[src/rtl/cx_pkg.sv]
package cx_pkg;

    localparam int unsigned WORD_W = 32;
    localparam int unsigned HALF_W = 16;
    localparam int unsigned REG_W  = 5;

    localparam logic [6:0] OPC_IMM    = 7'h13;
    localparam logic [6:0] OPC_IMM32  = 7'h1B;
    localparam logic [6:0] OPC_LUI    = 7'h37;
    localparam logic [6:0] OPC_LOAD   = 7'h03;
    localparam logic [6:0] OPC_LOADFP = 7'h07;
    localparam logic [6:0] OPC_JALR   = 7'h67;
    localparam logic [6:0] OPC_REG    = 7'h33;
    localparam logic [6:0] OPC_SYS    = 7'h73;

    localparam logic [REG_W-1:0] X_ZERO = 5'd0;
    localparam logic [REG_W-1:0] X_LINK = 5'd1;
    localparam logic [REG_W-1:0] X_SP   = 5'd2;

    typedef struct packed {
        logic [WORD_W-1:0] word;
        logic              bad;
    } cx_res_t;

    // widen a 3-bit compressed register index into x8..x15
    function automatic logic [REG_W-1:0] creg(input logic [2:0] r);
        return {2'b01, r};
    endfunction

    function automatic logic [WORD_W-1:0] enc_i(input logic [11:0] imm,
                                                input logic [4:0]  rs1,
                                                input logic [2:0]  f3,
                                                input logic [4:0]  rd,
                                                input logic [6:0]  op);
        return {imm, rs1, f3, rd, op};
    endfunction

    function automatic logic [WORD_W-1:0] enc_r(input logic [4:0] rs2,
                                                input logic [4:0] rs1,
                                                input logic [4:0] rd);
        return {7'b0, rs2, rs1, 3'b000, rd, OPC_REG};
    endfunction

    function automatic logic [WORD_W-1:0] enc_u(input logic [19:0] imm,
                                                input logic [4:0]  rd);
        return {imm, rd, OPC_LUI};
    endfunction

    function automatic cx_res_t res_ok(input logic [WORD_W-1:0] w);
        cx_res_t r;
        r.word = w;
        r.bad  = 1'b0;
        return r;
    endfunction

    function automatic cx_res_t res_bad();
        cx_res_t r;
        r.word = '0;
        r.bad  = 1'b1;
        return r;
    endfunction

endpackage

[src/rtl/cx_quad0.sv]
module cx_quad0
    import cx_pkg::*;
(
    input  logic [15:2] c,
    output cx_res_t     r
);
    logic [9:0] spoff;

    always_comb begin
        spoff = {c[10:7], c[12:11], c[5], c[6], 2'b00};
        r     = res_bad();
        if (c[15:13] == 3'b000 && spoff != '0)
            r = res_ok(enc_i({2'b00, spoff}, X_SP, 3'b000, creg(c[4:2]), OPC_IMM));
    end

    // legal result always targets x8..x15 from the stack pointer
    always_comb begin
        if (!r.bad)
            p_q0_regs_r4: assert (r.word[19:15] == X_SP && r.word[11:10] == 2'b01 &&
                                  r.word[6:0] == OPC_IMM)
                else $error("quadrant 0 register/opcode mismatch");
    end
endmodule

[src/rtl/cx_quad1.sv]
module cx_quad1
    import cx_pkg::*;
(
    input  logic [15:2] c,
    output cx_res_t     r
);
    logic [4:0]  rd;
    logic [4:0]  rdp;
    logic [5:0]  imm6;
    logic [11:0] simm;
    logic [9:0]  sp16;

    always_comb begin
        rd   = c[11:7];
        rdp  = creg(c[9:7]);
        imm6 = {c[12], c[6:2]};
        simm = {{6{c[12]}}, imm6};
        sp16 = {c[12], c[4:3], c[5], c[2], c[6], 4'b0000};
        r    = res_bad();
        unique case (c[15:13])
            3'b000: if ((rd == X_ZERO) == (imm6 == '0))
                        r = res_ok(enc_i(simm, rd, 3'b000, rd, OPC_IMM));
            3'b001: if (rd != X_ZERO)
                        r = res_ok(enc_i(simm, rd, 3'b000, rd, OPC_IMM32));
            3'b010: if (rd != X_ZERO)
                        r = res_ok(enc_i(simm, X_ZERO, 3'b000, rd, OPC_IMM));
            3'b011: begin
                if (rd == X_SP) begin
                    if (sp16 != '0)
                        r = res_ok(enc_i({{2{c[12]}}, sp16}, X_SP, 3'b000, X_SP, OPC_IMM));
                end else if (rd != X_ZERO && imm6 != '0) begin
                    r = res_ok(enc_u({{14{c[12]}}, imm6}, rd));
                end
            end
            3'b100: begin
                if (imm6 != '0) begin
                    if (c[11:10] == 2'b00)
                        r = res_ok(enc_i({6'b000000, imm6}, rdp, 3'b101, rdp, OPC_IMM));
                    else if (c[11:10] == 2'b01)
                        r = res_ok(enc_i({6'b010000, imm6}, rdp, 3'b101, rdp, OPC_IMM));
                end
            end
            default: r = res_bad();
        endcase
    end

    // legal quadrant-1 results only use the immediate/upper opcodes
    always_comb begin
        if (!r.bad)
            p_q1_opcode_r5: assert (r.word[6:0] == OPC_IMM || r.word[6:0] == OPC_IMM32 ||
                                    r.word[6:0] == OPC_LUI)
                else $error("quadrant 1 opcode out of set");
    end
endmodule

[src/rtl/cx_quad2.sv]
module cx_quad2
    import cx_pkg::*;
(
    input  logic [15:2] c,
    output cx_res_t     r
);
    logic [4:0] rd;
    logic [4:0] rs2;
    logic [5:0] sh;
    logic [7:0] woff;
    logic [8:0] doff;

    always_comb begin
        rd   = c[11:7];
        rs2  = c[6:2];
        sh   = {c[12], c[6:2]};
        woff = {c[3:2], c[12], c[6:4], 2'b00};
        doff = {c[4:2], c[12], c[6:5], 3'b000};
        r    = res_bad();
        unique case (c[15:13])
            3'b000: if (sh != '0 && rd != X_ZERO)
                        r = res_ok(enc_i({6'b000000, sh}, rd, 3'b001, rd, OPC_IMM));
            3'b001: r = res_ok(enc_i({3'b000, doff}, X_SP, 3'b011, rd, OPC_LOADFP));
            3'b010: if (rd != X_ZERO)
                        r = res_ok(enc_i({4'b0000, woff}, X_SP, 3'b010, rd, OPC_LOAD));
            3'b011: if (rd != X_ZERO)
                        r = res_ok(enc_i({3'b000, doff}, X_SP, 3'b011, rd, OPC_LOAD));
            3'b100: begin
                if (!c[12]) begin
                    if (rd != X_ZERO)
                        r = (rs2 == X_ZERO) ? res_ok(enc_i(12'd0, rd, 3'b000, X_ZERO, OPC_JALR))
                                            : res_ok(enc_r(rs2, X_ZERO, rd));
                end else if (rs2 != X_ZERO) begin
                    r = res_ok(enc_r(rs2, rd, rd));
                end else if (rd == X_ZERO) begin
                    r = res_ok(enc_i(12'd1, X_ZERO, 3'b000, X_ZERO, OPC_SYS));
                end else begin
                    r = res_ok(enc_i(12'd0, rd, 3'b000, X_LINK, OPC_JALR));
                end
            end
            default: r = res_bad();
        endcase
    end

    // legal quadrant-2 results stay within the expected opcode set
    always_comb begin
        if (!r.bad)
            p_q2_opcode_r11: assert (r.word[6:0] == OPC_IMM  || r.word[6:0] == OPC_LOAD ||
                                     r.word[6:0] == OPC_LOADFP || r.word[6:0] == OPC_JALR ||
                                     r.word[6:0] == OPC_REG  || r.word[6:0] == OPC_SYS)
                else $error("quadrant 2 opcode out of set");
    end
endmodule

[src/rtl/cx_expand.sv]
module cx_expand
    import cx_pkg::*;
(
    input  logic              valid_i,
    input  logic [WORD_W-1:0] inst_i,
    output logic [WORD_W-1:0] inst_o,
    output logic              illegal_o
);
    localparam int unsigned NQ = 3;

    cx_res_t q_res [NQ];
    cx_res_t pick;

    cx_quad0 u_q0 (.c(inst_i[HALF_W-1:2]), .r(q_res[0]));
    cx_quad1 u_q1 (.c(inst_i[HALF_W-1:2]), .r(q_res[1]));
    cx_quad2 u_q2 (.c(inst_i[HALF_W-1:2]), .r(q_res[2]));

    always_comb begin
        unique case (inst_i[1:0])
            2'b00:   pick = q_res[0];
            2'b01:   pick = q_res[1];
            2'b10:   pick = q_res[2];
            default: pick = res_ok(inst_i);
        endcase
        if (!valid_i) begin
            inst_o    = '0;
            illegal_o = 1'b0;
        end else begin
            inst_o    = pick.bad ? '0 : pick.word;
            illegal_o = pick.bad;
        end
    end

    always_comb begin
        if (!valid_i)
            p_idle_quiet_r1: assert (inst_o == '0 && !illegal_o)
                else $error("outputs active while not valid");
        if (valid_i && inst_i[1:0] == 2'b11)
            p_full_width_r2: assert (inst_o == inst_i && !illegal_o)
                else $error("full-width word altered");
        if (valid_i && inst_i[HALF_W-1:0] == '0)
            p_zero_half_r4: assert (illegal_o)
                else $error("all-zero halfword accepted");
    end
endmodule

[config.mk]
export PLATFORM = sky130hd
export DESIGN_NAME = cx_expand
export DESIGN_NICKNAME = d
export VERILOG_FILES = /design/src/rtl/cx_pkg.sv /design/src/rtl/cx_quad0.sv /design/src/rtl/cx_quad1.sv /design/src/rtl/cx_quad2.sv /design/src/rtl/cx_expand.sv
export SDC_FILE = /design/constraint.sdc
export NUM_CORES = 1
export LEC_CHECK = 0
export BUFFER_PORTS_ARGS = -buffer_cell sky130_fd_sc_hd__buf_2
export CAP_MARGIN = 10
export CORE_MARGIN = 3
export CORE_UTILIZATION = 58
export DETAILED_ROUTE_END_ITERATION = 7
export MAX_ROUTING_LAYER = met4
export PLACE_DENSITY_LB_ADDON = 0.1
export SETUP_SLACK_MARGIN = 0.05
export SKIP_LAST_GASP = 1
export SLEW_MARGIN = 20
export SYNTH_ARGS = -nofsm -noshare
export SYNTH_HDL_FRONTEND = slang
export SYNTH_HIERARCHICAL = 1
export SYNTH_SLANG_ARGS = --single-unit
export TNS_END_PERCENT = 1
[constraint.sdc]
create_clock -name vclk -period 2.9
set_clock_uncertainty 0.05 [all_clocks]
set_input_delay 0 -clock vclk [all_inputs]
set_output_delay 0 -clock vclk [all_outputs]
set_load 0.02 [all_outputs]
== After elaboration in Yosys (flattened, before gate mapping) ==
Cells that the tools add are included.
W data, S select, Z words.
Operators by class
  eq/ne operators: 9
  reduce and logical (&&, ||, !) cells: 12
  muxes and demuxes: 24
Operators by type and width (count)
  $mux W33: 11
  $pmux W33 S5: 2
  $pmux W33 S3: 1
  $mux W32: 3
  $mux W31: 1
  $mux W30: 1
  $mux W29: 1
  $mux W27: 1
  $mux W26: 1
  $mux W22: 1
  $logic_not A5 Y1: 2
  $reduce_bool A5 Y1: 2
  $reduce_bool A8 Y1: 1
  $eq A3 B2 Y1 const B: 2
  $logic_not A6 Y1: 1
  $reduce_bool A6 Y1: 1
  $eq A5 B2 Y1 const B: 1
  $eq A2 B1 Y1 const B: 2
  $logic_not A2 Y1: 2
  $eq A3 B1 Y1 const B: 1
  $eq A3 B3 Y1 const B: 1
  $logic_not A3 Y1: 1
  $eq A2 B2 Y1 const B: 1
  $logic_and A1 B1 Y1: 2
  2 further kinds: 2
Storage, ports and cells
  output and inout port bits: 33
  bits of input ports: 33
  bits in registers: 0
  word-level logic and storage cells: 45

== Logic depth before layout (Yosys ltp) ==
  depth after elaboration: 8
  depth in mapped cells: 12
  gate-level depth less buffers: 10

== Cells and area by module ==
Netlist, hierarchy kept.
Modules (own cells, without submodules)
  cx_expand: area each 1283.7 sq um, cells an instance 83, instances 1
  cx_quad1: area each 609.3 sq um, cells an instance 93, instances 1
  cx_quad2: area each 566.8 sq um, cells an instance 96, instances 1
  cx_quad0: area each 280.3 sq um, cells an instance 38, instances 1

== Worst setup path after synthesis ==
OpenSTA, ideal clock, no wires.
  path kind: input to output
  start: input port inst_i[11]
  end: output port inst_o[0]
  required time: 2.850 ns
  stages: 11
  slack: 0.644 ns
  data arrival time: 2.206 ns
  path buffers: 1
  cell sequence: nor4_2 -> nand2_1 -> ha_1 -> nand2b_1 -> nand2_1 -> o21a_2 -> and2_1 -> nand3b_1 -> o211ai_2 -> buf_6 -> nor2_1
RTL lines
  start, declared: line cx_expand.sv:5  | input logic [WORD_W-1:0] inst_i,
  end, declared: line cx_expand.sv:6  | output logic [WORD_W-1:0] inst_o,

==> flow_metrics.py <==
metrics = {
    "sta": {
        "tns_ps": 0,
        "period_minus_slack_ps": 2600,
        "setup_viol": 0,
        "hold_viol_final": 0,
        "relSlewSlack_pct": 53.8,
        "fin_crit_sh_pct": 89.7,
        "max_freq_ghz": 0.384,
        "finalMaxSlewViolations": 0,
        "worst_pin_slew_ps": 683,
        "rsz0062_at_grt": "false",
        "holdWs_ps": 339,
    },
    "final_layout": {
        "seq_cell_count": 0,
        "syn_to_final_growth_pct": 10.6,
        "final_nets": 402,
        "nFillCells": 381,
        "seq_area_um2": 0,
        "drive_above_1_share_pct": 46.4,
        "stdcell_area_mm2": 0.00303,
        "antenna_cells": 0,
        "clock_buffers": 0,
    },
    "setup_path": {
        "path_class": "in -> out",
        "cp.arrival_ps": 2550,
        "cp-end-kind": "output port",
        "required_ps": 2850,
        "path_max_fanout": 18,
        "cp-start-kind": "input port",
    },
    "floorplanning": {
        "ios": 66,
        "coreArea_mm2": 0.00444,
        "die_w_um": 74.7,
        "die_h_um": 74.7,
        "fp.dieArea_mm2": 0.00559,
        "rows": 24,
        "start_util_pct": 61.7,
    },
    "cts": {
        "post_cts_buffers": 0,
        "hold_buffers": 0,
        "cts_resized": 0,
    },
    "route": {
        "ant_nets": 0,
        "drc": 0,
        "drtIter0Drc": 408,
        "viasPerCell": 6.71,
        "num_vias": 2805,
        "first_pass_iters": 5,
        "drt-wirelength-per-cell_um": 20.6,
        "drt_wl_total_um": 8590,
    },
    "grt": {
        "overflow": 0,
        "grt_pass1_wl_um": 13400,
        "grt_usage_pct": 32.0,
        "grt_pass1_vias": 2560,
        "antenna_found_initial": 0,
        "grt_max_degree": 30,
    },
    "yosys": {
        "syn_inst": 310,
        "syn_area_per_cell_um2": 8.84,
        "ys_warn_count": 6,
        "netlist_area_mm2": 0.00274,
        "yosysSeqAreaShare_pct": 0,
        "ys_types": 69,
    },
    "power": {
        "ir_drop_v": 0.0000788,
        "power.leakage_nw": 1.37,
        "p_per_area_mw_per_mm2": 158,
    },
    "flow_run": {
        "cap_violations": 0,
    },
    "placed_design": {
        "port_buffers": 66,
        "place.gp.congestion": 0.974,
        "dpl-instance-area_mm2": 0.00303,
        "hpwl_um": 6540,
    },
    "worst_hold_path": {
        "min_path_type": "in -> out",
    },
    "status": {
        "outcome": "finished, final reports clean",
    },
}
## power by group
part / switching (mW) / internal, mW
clock: 0 / 0
combinational: 0.256 / 0.224
sequential: 0 / 0
## worst max-delay path, cell delays in order
cell and delay, ps:
buf_2 110, nor4_2 460, nand2_1 150, ha_1 340, nand2b_1 100, nand2_1 140
o21a_2 310, and2_1 160, nand3b_1 140, o211ai_4 130, buf_12 220, nor2b_4 120
buf_2 170
## layout make-up
| type | instances | area (um^2) | area share [%] |
|---|---|---|---|
| Timing Repair Buffer | 91 | 543 | 17.9 |
| Inverter | 6 | 22.5 | 0.743 |
| Tap cell | 52 | 65.1 | 2.15 |
| Multi-Input combinational cell | 269 | 2400 | 79.2 |
## per-layer routing
layer	global-route usage [%]	vias to the layer above	part of all wire, %
li1	-	1232	-
met1	44.7	1339	40
met2	50.2	201	48
met3	3.47	33	9.7
met4	7.11	0	2.7
met5	-	-	0
## synth_stat cells (all sizes together), types with 2 or more instances
cell type | instances | area (um^2)
nor2 | 21 | 78.8
or2 | 3 | 18.8
o211a | 4 | 40.0
nor4 | 3 | 25.0
or4 | 4 | 45.0
mux2 | 3 | 37.5
or3 | 2 | 18.8
nor4b | 2 | 17.5
inv | 6 | 22.5
o21a | 4 | 31.3
o21ai | 12 | 63.8
nand3 | 2 | 10.0
nand3b | 2 | 15.0
o22ai | 9 | 56.3
a31oi | 4 | 25.0
and2 | 14 | 88.8
o211ai | 2 | 25.0
a22o | 3 | 26.3
nor3b | 5 | 37.5
a21o | 6 | 45.0
nor2b | 33 | 407
mux4 | 30 | 687
a211oi | 3 | 40.0
and3 | 5 | 31.3
a21oi | 14 | 70.1
conb | 3 | 11.3
clkbuf | 7 | 26.3
nand2b | 2 | 12.5
nor3 | 5 | 30.0
o31ai | 2 | 28.8
nand2 | 27 | 104
a32oi | 2 | 17.5
buf | 47 | 377
a21boi | 3 | 22.5
## cell usage in the layout, fill, tap and decap left out, types with 2 or more instances in the layout
cell	netlist	final
a21boi_0	3	3
buf_2	8	66
mux4_1	3	3
nor2b_2	2	2
nand2b_1	2	2
a21o_1	6	6
inv_1	6	6
o21a_1	3	3
buf_12	2	2
mux2_2	2	2
nand3_1	2	2
a22o_1	3	3
a21oi_1	14	14
o22ai_1	9	9
nor4b_1	2	2
or2_1	2	2
nand2_1	26	26
a32oi_1	2	2
buf_4	32	23
a31oi_1	4	4
nor4_2	1	2
nor3_1	4	4
conb_1	3	22
nor2b_1	5	5
nor2b_4	26	26
nor2_1	21	21
nor3b_1	5	5
or4_4	4	4
o21ai_0	10	10
nand3b_1	2	2
mux4_2	27	27
and2_1	13	13
o211a_1	4	4
and3_1	5	5
## stage by stage
step           util (%)  std cells  setup slack [ps]  total power [mW]
2_1_floorplan         -        329               644             0.367
3_3_place_gp       68.1        418               206             0.466
3_5_place_dp       68.1        418               227             0.471
4_1_cts            68.1        418               203             0.473
5_1_grt            68.2        418               155             0.511
6_report           68.2        418               297             0.480
## worst paths after layout
| check | from | to | slack, ps | depth (start not counted) |
|---|---|---|---|---|
| setup / recovery | inst_i[4] | inst_o[13] | 300 | 13 |
| hold / removal | valid_i | illegal_o | 340 | 3 |
## kinds of logic (layout without fill, tap and decap cells)
family | after synthesis | after routing | synth area share, %
AOI/OAI and AO/OA | 77 | 77 | 20.7
xor gates and xnor gates | 1 | 1 | 0.320
adders and majority gates | 1 | 1 | 0.457
buffers and inverters | 60 | 97 | 15.5
muxes | 34 | 34 | 26.8
other | 3 | 22 | 0.411
and+or+nand+nor | 134 | 134 | 35.8
No activity file was read; power rests on OpenSTA's default activity.
